==> src/rtl/ds_tx_pkg.sv <==
// Package for the data/strobe transmitter.
// Holds the control code values, the character record and the functions that
// build each character. Bit 0 of a character vector goes on the line first.
package ds_tx_pkg;

    localparam int CHAR_MAX = 10;
    localparam int LEN_W    = 4;

    typedef logic [1:0] ctrl_code_t;

    localparam ctrl_code_t CODE_FCC = 2'b00;
    localparam ctrl_code_t CODE_EOP = 2'b01;
    localparam ctrl_code_t CODE_EEP = 2'b10;
    localparam ctrl_code_t CODE_ESC = 2'b11;

    typedef struct packed {
        logic [CHAR_MAX-1:0] bits;     // bit 0 is sent first
        logic [LEN_W-1:0]    len;      // number of bits in the character
        logic                pay_par;  // xor of the payload, used by the next character
    } char_t;

    // Data character: parity, flag 0, then byte bit 0 first.
    function automatic char_t mk_data(input logic prev_par, input logic [7:0] b);
        char_t c;
        c.bits    = {b, 1'b0, ~prev_par};
        c.len     = LEN_W'(10);
        c.pay_par = ^b;
        return c;
    endfunction

    // Control character: parity, flag 1, then code[1] and code[0].
    function automatic char_t mk_ctrl(input logic prev_par, input ctrl_code_t code);
        char_t c;
        c.bits    = {6'b000000, code[0], code[1], 1'b1, prev_par};
        c.len     = LEN_W'(4);
        c.pay_par = ^code;
        return c;
    endfunction

    // NULL filler: escape, then flow control, sent as one 8-bit unit.
    // The parity of the flow-control half follows from the escape payload (11).
    function automatic char_t mk_null(input logic prev_par);
        char_t c;
        c.bits    = {2'b00, 4'b0010, 3'b111, prev_par};
        c.len     = LEN_W'(8);
        c.pay_par = 1'b0;
        return c;
    endfunction

endpackage

==> src/rtl/ds_tx_baud.sv <==
// Bit-rate divider.
// Produces a one-cycle bit_tick every DIV_N clocks while link_en is high.
// Assumes DIV_N >= 1. The count restarts from zero whenever link_en is low.
module ds_tx_baud #(
    parameter int DIV_N = 2
) (
    input  logic clk,
    input  logic rst_n,
    input  logic link_en,
    output logic bit_tick
);
    localparam int CNT_W = (DIV_N > 1) ? $clog2(DIV_N) : 1;
    localparam logic [CNT_W-1:0] LAST = CNT_W'(DIV_N - 1);

    logic [CNT_W-1:0] cnt;

    // Tick when the count reaches its last value.
    assign bit_tick = link_en && (cnt == LAST);

    // Divider count, cleared when disabled.
    always_ff @(posedge clk) begin
        if (!rst_n || !link_en) begin
            cnt <= '0;
        end else if (cnt == LAST) begin
            cnt <= '0;
        end else begin
            cnt <= cnt + 1'b1;
        end
    end

    generate
        if (DIV_N > 1) begin : g_gap_chk
            AST_TICK_GAP: assert property (@(posedge clk) disable iff (!rst_n)
                bit_tick |=> !bit_tick) else $error("tick spacing");
        end
    endgenerate

endmodule

==> src/rtl/ds_tx_sched.sv <==
// Character scheduler.
// At each load slot it picks one character: a pending flow-control request
// first, then an offered token (data only with credit), otherwise NULL.
// It also keeps the payload parity of the last character loaded.
// Assumes load is high only at a bit tick with the shifter empty.
module ds_tx_sched
    import ds_tx_pkg::*;
#(
    parameter int CREDIT_W = 4
) (
    input  logic                clk,
    input  logic                rst_n,
    input  logic                link_en,
    input  logic                load,
    input  logic [CREDIT_W-1:0] credit,
    input  logic                tok_valid,
    input  logic                tok_ctrl,
    input  logic [7:0]          tok_data,
    input  logic                fcc_req,
    output logic                tok_ready,
    output logic                credit_use,
    output char_t               next_char
);
    logic fcc_pend;
    logic prev_par;
    logic take_tok;

    // A token may go if no request is waiting and data has credit.
    assign take_tok   = !fcc_pend && tok_valid && (tok_ctrl || (|credit));
    assign tok_ready  = load && take_tok;
    assign credit_use = tok_ready && !tok_ctrl;

    // Pick the character for the next load slot.
    always_comb begin
        if (fcc_pend) begin
            next_char = mk_ctrl(prev_par, CODE_FCC);
        end else if (take_tok && tok_ctrl) begin
            next_char = mk_ctrl(prev_par, tok_data[1:0]);
        end else if (take_tok) begin
            next_char = mk_data(prev_par, tok_data);
        end else begin
            next_char = mk_null(prev_par);
        end
    end

    // Flow-control request latch; a new request wins over clearing.
    always_ff @(posedge clk) begin
        if (!rst_n) begin
            fcc_pend <= 1'b0;
        end else if (fcc_req) begin
            fcc_pend <= 1'b1;
        end else if (load) begin
            fcc_pend <= 1'b0;
        end
    end

    // Parity history, cleared while disabled.
    always_ff @(posedge clk) begin
        if (!rst_n || !link_en) begin
            prev_par <= 1'b0;
        end else if (load) begin
            prev_par <= next_char.pay_par;
        end
    end

    AST_DATA_NEEDS_CREDIT: assert property (@(posedge clk) disable iff (!rst_n)
        (tok_ready && !tok_ctrl) |-> (credit != '0)) else $error("data without credit");
    AST_FCC_FIRST: assert property (@(posedge clk) disable iff (!rst_n)
        (fcc_pend && load) |-> !tok_ready) else $error("token passed pending fcc");
    AST_CREDIT_SINGLE: assert property (@(posedge clk) disable iff (!rst_n)
        credit_use |=> !credit_use) else $error("credit pulse too long");

endmodule

==> src/rtl/ds_tx_shift.sv <==
// Character shifter.
// Sends one bit per tick, least index first. When the current character is
// finished it loads the scheduler's character on the same tick, so there is
// no idle bit between characters. Cleared while disabled.
module ds_tx_shift
    import ds_tx_pkg::*;
(
    input  logic                clk,
    input  logic                rst_n,
    input  logic                link_en,
    input  logic                bit_tick,
    input  logic [CHAR_MAX-1:0] load_bits,
    input  logic [LEN_W-1:0]    load_len,
    output logic                empty,
    output logic                load,
    output logic                line_bit
);
    logic [CHAR_MAX-1:0] sr;
    logic [LEN_W-1:0]    rem;

    assign empty    = (rem == '0);
    assign load     = bit_tick && empty;
    assign line_bit = empty ? load_bits[0] : sr[0];

    // Shift out the character, or take a new one when the last bit has gone.
    always_ff @(posedge clk) begin
        if (!rst_n || !link_en) begin
            sr  <= '0;
            rem <= '0;
        end else if (bit_tick) begin
            if (empty) begin
                sr  <= load_bits >> 1;
                rem <= load_len - 1'b1;
            end else begin
                sr  <= sr >> 1;
                rem <= rem - 1'b1;
            end
        end
    end

endmodule

==> src/rtl/ds_tx_line_enc.sv <==
// Data/strobe line encoder.
// On each tick, D takes the new bit. S flips when D does not change, so
// exactly one wire moves per bit. Both wires are 0 while disabled.
module ds_tx_line_enc (
    input  logic clk,
    input  logic rst_n,
    input  logic link_en,
    input  logic bit_tick,
    input  logic line_bit,
    output logic ds_d,
    output logic ds_s
);
    // Register the two wires.
    always_ff @(posedge clk) begin
        if (!rst_n || !link_en) begin
            ds_d <= 1'b0;
            ds_s <= 1'b0;
        end else if (bit_tick) begin
            ds_d <= line_bit;
            ds_s <= (line_bit == ds_d) ? ~ds_s : ds_s;
        end
    end

    AST_ONE_WIRE_MOVES: assert property (@(posedge clk) disable iff (!rst_n)
        (bit_tick && link_en) |=> ((ds_d != $past(ds_d)) != (ds_s != $past(ds_s))))
        else $error("both or neither wire moved");
    AST_QUIET_WHEN_OFF: assert property (@(posedge clk) disable iff (!rst_n)
        !link_en |=> (!ds_d && !ds_s)) else $error("line active while disabled");

endmodule

==> src/rtl/ds_link_tx.sv <==
// Data/strobe link transmitter top.
// Connects the bit divider, character scheduler, shifter and line encoder.
// Assumes tokens are held stable while tok_valid is high and not yet taken.
module ds_link_tx
    import ds_tx_pkg::*;
#(
    parameter int DIV_N    = 2,
    parameter int CREDIT_W = 4
) (
    input  logic                clk,
    input  logic                rst_n,
    input  logic                link_en,
    input  logic [CREDIT_W-1:0] credit,
    input  logic                tok_valid,
    output logic                tok_ready,
    input  logic                tok_ctrl,
    input  logic [7:0]          tok_data,
    input  logic                fcc_req,
    output logic                credit_use,
    output logic                ds_d,
    output logic                ds_s
);
    logic  bit_tick;
    logic  load;
    logic  empty;
    logic  line_bit;
    char_t next_char;

    ds_tx_baud #(.DIV_N(DIV_N)) u_baud (
        .clk      (clk),
        .rst_n    (rst_n),
        .link_en  (link_en),
        .bit_tick (bit_tick)
    );

    ds_tx_sched #(.CREDIT_W(CREDIT_W)) u_sched (
        .clk        (clk),
        .rst_n      (rst_n),
        .link_en    (link_en),
        .load       (load),
        .credit     (credit),
        .tok_valid  (tok_valid),
        .tok_ctrl   (tok_ctrl),
        .tok_data   (tok_data),
        .fcc_req    (fcc_req),
        .tok_ready  (tok_ready),
        .credit_use (credit_use),
        .next_char  (next_char)
    );

    ds_tx_shift u_shift (
        .clk       (clk),
        .rst_n     (rst_n),
        .link_en   (link_en),
        .bit_tick  (bit_tick),
        .load_bits (next_char.bits),
        .load_len  (next_char.len),
        .empty     (empty),
        .load      (load),
        .line_bit  (line_bit)
    );

    ds_tx_line_enc u_enc (
        .clk      (clk),
        .rst_n    (rst_n),
        .link_en  (link_en),
        .bit_tick (bit_tick),
        .line_bit (line_bit),
        .ds_d     (ds_d),
        .ds_s     (ds_s)
    );

    AST_TAKE_AT_BOUNDARY: assert property (@(posedge clk) disable iff (!rst_n)
        tok_ready |-> empty) else $error("token taken mid-character");
    AST_NO_TAKE_WHEN_OFF: assert property (@(posedge clk) disable iff (!rst_n)
        !link_en |-> !tok_ready) else $error("token taken while disabled");

endmodule

==> config.mk <==
export PLATFORM = sky130hd
export DESIGN_NAME = ds_link_tx
export DESIGN_NICKNAME = d
export VERILOG_FILES = /design/src/rtl/ds_tx_pkg.sv /design/src/rtl/ds_tx_baud.sv /design/src/rtl/ds_tx_sched.sv /design/src/rtl/ds_tx_shift.sv /design/src/rtl/ds_tx_line_enc.sv /design/src/rtl/ds_link_tx.sv
export SDC_FILE = /design/constraint.sdc
export NUM_CORES = 1
export LEC_CHECK = 0
export ABC_CLOCK_PERIOD_IN_PS = 2650
export BUFFER_PORTS_ARGS = -buffer_cell sky130_fd_sc_hd__buf_2
export CELL_PAD_IN_SITES_DETAIL_PLACEMENT = 1
export CELL_PAD_IN_SITES_GLOBAL_PLACEMENT = 1
export CORE_AREA = 10 10 71 73
export DETAILED_ROUTE_END_ITERATION = 10
export DIE_AREA = 0 0 81 83
export PLACE_DENSITY_LB_ADDON = 0.05
export SLEW_MARGIN = 25
export SYNTH_ARGS = -nofsm -noshare
export SYNTH_HDL_FRONTEND = slang
export SYNTH_SLANG_ARGS = --single-unit
==> constraint.sdc <==
create_clock -name clk -period 2.65 [get_ports clk]
set_input_delay 0 -clock clk [delete_from_list [all_inputs] [get_ports clk]]
set_output_delay 0 -clock clk [all_outputs]
set_load 0.02 [all_outputs]
Word-level counts from Yosys, hierarchy flattened:

Cells that the tools add are included.

* flip-flop bits (word level): 19
* latch bits: 0
* RAM bits: 0
* ROM bits: 0
* output and inout bits: 4
* word-level logic and storage cells: 41
* memories: 0

* $add $sub $neg: 3
* multipliers: 0
* divide/modulo/power cells: 0
* magnitude comparators: 0
* equal/unequal tests: 1
* shifts and indexed selects: 0
* muxes and demuxes: 8
* bitwise gates (word level): 2
* reduce and logical (&&, ||, !) cells: 20

Operator list (number)
* $mux 15: 3
* $mux 9: 1
* $reduce_xor 8->1: 1
* $sub 4x1->4 const B: 2
* $logic_and 1x1->1: 7
* $logic_not 1->1: 4
* $logic_not 4->1: 1
* $mux 4: 1
* $reduce_or 4->1: 1
* $mux 1: 3
* $logic_or 1x1->1: 2
* $not 1->1: 2
* $reduce_and 2->1: 1
* $reduce_bool 2->1: 1
* $reduce_or 2->1: 1
* $reduce_xor 2->1: 1
* $add 1x1->1 const B: 1
* $eq 1x1->1: 1

Depth between registers and ports, before layout:

* depth after elaboration: 9
* depth in mapped cells: 11
* mapped depth without buffers: 10

Cells and area by module:

From an unflattened synthesis, not the netlist that was laid out.

* cells, all modules: 129
* area, all modules: 1142.3 µm²

Modules (own cells, without submodules)
* ds_tx_shift: instances 1, cells each 71, area each 659.4 µm², sequential area each 260.2 µm²
* ds_tx_sched: instances 1, cells each 45, area each 357.8 µm², sequential area each 40.0 µm²
* ds_tx_line_enc: instances 1, cells each 10, area each 88.8 µm², sequential area each 40.0 µm²
* ds_tx_baud: instances 1, cells each 3, area each 36.3 µm², sequential area each 20.0 µm²

Worst setup path after synthesis:

OpenSTA, ideal clock, no wires.

* path type: reg2reg
* start point: register u_shift.rem[0]
* end point: register u_shift.rem[2]
* setup time: 121 ps
* arrival time: 1923 ps
* path slack: 606 ps
* stages on the path, launching flop included: 10
* path buffers: 0
* cells stage by stage: dfxtp_1 -> or4_4 -> nor2_1 -> nor2_1 -> ha_1 -> and2b_1 -> o21ai_1 -> o31ai_1 -> a22oi_1 -> nor2_1

* longest elaborated chain between the ends: 2
* elaborated cells on any way between the ends: 3
* classes of those cells: add/sub: 1; mux: 1; reduce/logical: 1

RTL lines
* from (decl): RTL line ds_tx_shift.sv:19 `logic [LEN_W-1:0] rem;`
* from (signal assigned): RTL line ds_tx_shift.sv:33 `rem <= load_len - 1'b1;`
* from (signal assigned): RTL line ds_tx_shift.sv:36 `rem <= rem - 1'b1;`
* $sub 4x1->4 or $logic_not 4->1 (tied branches): RTL line ds_tx_shift.sv:36, ds_tx_shift.sv:21
* $mux 4 (*): RTL line ds_tx_shift.sv:31 `if (empty) begin`

Mark *: on every way between the ends. The rest lies on a longest branch, timed or not.
A chain may end at the register's enable or synchronous reset.

Final worst setup path:

Ends and elaborated chain as after synthesis.

==> metrics.cfg <==
[synthesis]
synthDominantCellAreaShare_pct = 33.8
yosysUniqueCellTypes = 41
synth_edf_count = 0
synth_fa_ha_area_share_pct = 1.18
netlist_area_um2 = 1060
async_reset_ff_share_pct = 0
yosysWarnings = 0
ys_ff_latch = 18
synth_commonest_cells = nor2_1, dfxtp_1, o21ai_0, xnor2_1, nand2_1
postSynthAreaPerCell_um2 = 8.38
synthesis.nets = 146
yosysMostFrequentCell = nor2_1
synth-compound-area-share_pct = 21.5
yosys.area_share.simple_pct = 28.0
yosys-top-cells-area = dfxtp_1, xnor2_1, nor2_1
synth-xor-area-share_pct = 9.05
post-synth-top-area-cell = dfxtp_1
synth.mux.area_fraction_pct = 1.88
yosysSeqAreaShare_pct = 33.8
ys.flop_type = dfxtp_1
syn_inst = 127
synth_top_family_by_area = simple AND/OR/NAND/NOR gates

[place]
gp_congestion = 0.760
post-place-ws_ns = 0.507
dp_hpwl_um = 2440
io_buffers = 21
dpl_cell_area_um2 = 1200

[layout]
final_area_um2 = 1260
fillCellCount = 457
nNetsFinal = 169
antenna_cells = 0
final_core_util_pct = 34.7
drive_gt1_share_pct = 22.1
area_growth_pct = 18.4

[clocking]
root_buffer = clkbuf_8
clkLatencyLatePin_ns = 0.25
htreeDepth = 1
post_cts_buffers = 0
cts-buffers-inserted = 3
cts_tree = done
cts_buffer_depth = 2
clkSinkCount = 18
cts.clk_slew.worst_paths_ns = 0.07

[global_route]
grt-busiest-layer = met2
overflow = 0
grt_max_degree = 16
antenna_found_initial = 0
use_met1_pct = 11.8
met3_usage_pct = 2.05
grt_pass1_vias = 1105
grtUsageMet2_pct = 15.6
grt_usage_pct = 9.56
grt_pass1_wl_um = 5180

[detailed_routing]
via_per_inst = 5.06
wl_per_cell_um = 15.9
wl_um = 3130
first_iter_violations = 23
vias = 996
postRouteAntennaNets = 0
drc_errors = 0
dr.pass1.iters = 4

[sta]
maxSlewViolCount = 0
fmax_ghz = 0.469
setup_viol = 0
fin_ws_ns = 0.517
tns_ns = 0
min_period_ns = 2.13
hold_violations = 0
finClkSkew_ns = 0.00522
slew_headroom_pct = 64.0
worst_pin_slew_ns = 0.540
hold_slack_ns = 0.0127
final.period_utilization_pct = 80.5
rsz0062_at_grt = no

[worst_setup_path]
path_class = reg2reg
worstPathArrival_ns = 2.27
cp.required_ns = 2.78
reg2regPathDepth = 9
crit_path_end_kind = flip-flop
cp-start-kind = flip-flop
cp_max_fo = 12

[power_and_ir_drop]
power_density_nw_per_um2 = 495
leakagePower_nw = 0.483
peakVddDrop_mv = 0.192

[floorplan]
fp.dieArea_um2 = 6720
start_util_pct = 29.3
die_height_um = 83
num_rows = 22
fp.dieW_um = 81
core_area_um2 = 3630
io_pins = 22

[hold_path]
hold_depth = 2
holdCritPathClass = in2reg

[flow_run]
drv_cap = 0

[run_status]
status = complete, no violations

kinds of logic after synthesis:
family | count (synthesis)
adders and majority gates | 1
AOI/OAI and AO/OA | 36
xor gates and xnor gates | 11
muxes | 2
DFF | 18
and+or+nand+nor | 52
buffers and inverters | 7
per-layer routing:
layer / vias up / wire (um)
li1: 502 / -
met1: 480 / 1500
met2: 12 / 1510
met3: 2 / 100
met4: 0 / 23
met5: - / 0
sequential cells by signal, summed over array words and instances, names as in the netlist:
signal / flops
u_sched.fcc_pend: 1
u_shift.rem: 4
u_shift.sr: 9
u_baud.cnt: 1
u_enc.ds_d: 1
u_enc.ds_s: 1
u_sched.prev_par: 1
path summary, 6_finish.rpt:
check	startpoint	end	slack, ns
max	u_shift.rem[0]$_SDFFE_PP0P_	u_shift.rem[2]$_SDFFE_PP0P_	0.52
min	rst_n	u_sched.fcc_pend$_SDFFE_PN0P_	0.01
max reg2reg	u_shift.rem[0]$_SDFFE_PP0P_	u_shift.rem[2]$_SDFFE_PP0P_	0.52
min reg2reg	u_enc.ds_s$_SDFFE_PP0P_	u_enc.ds_s$_SDFFE_PP0P_	0.47
cells in the final DEF (no fill, tap or decap), types with 2 or more instances in the layout:
| cell | n |
|---|---|
| a221oi_1 | 6 |
| o21bai_1 | 2 |
| a31oi_1 | 2 |
| a21oi_1 | 6 |
| o21ai_0 | 13 |
| nand2_1 | 8 |
| xnor2_1 | 10 |
| nor2b_1 | 4 |
| buf_2 | 21 |
| and2_1 | 2 |
| mux2i_1 | 2 |
| inv_1 | 2 |
| nor3_1 | 3 |
| clkbuf_8 | 4 |
| dfxtp_1 | 18 |
| nor2_1 | 19 |
worst max-delay path: stages, from the launching register on:
cell	delay (ns)
dfxtp_1	0.37
or4_4	0.65
nor2_1	0.19
nor2_1	0.06
ha_1	0.23
and2b_1	0.16
o21ai_1	0.07
o31ai_1	0.09
a22oi_1	0.14
nor2_1	0.05
power by group:
group | switching (mW) | total (mW) | internal, mW
sequential | 0.0109 | 0.289 | 0.278
combinational | 0.0609 | 0.111 | 0.0506
clock | 0.0920 | 0.224 | 0.132
metrics by stage:
step	power [mW]	instances
floorplan	0.370	127
global placement	0.404	192
detailed placement	0.408	192
CTS	0.639	197
global route	0.670	197
finish	0.625	197
what timing repair did:
action	in CTS	in global routing
gates resized for setup	0	0
hold buffers	1	0
endpoints found under the hold margin	1	0
cell type report:
class	instances	area [um^2]	area share, %
Multi-Input combinational cell	102	656	52.0
Sequential cell	18	360	28.6
Timing Repair Buffer	23	123	9.72
Tap cell	48	60.1	4.76
Clock buffer	4	55.1	4.37
Inverter	2	7.51	0.595
No activity file was read; power rests on OpenSTA's default activity.
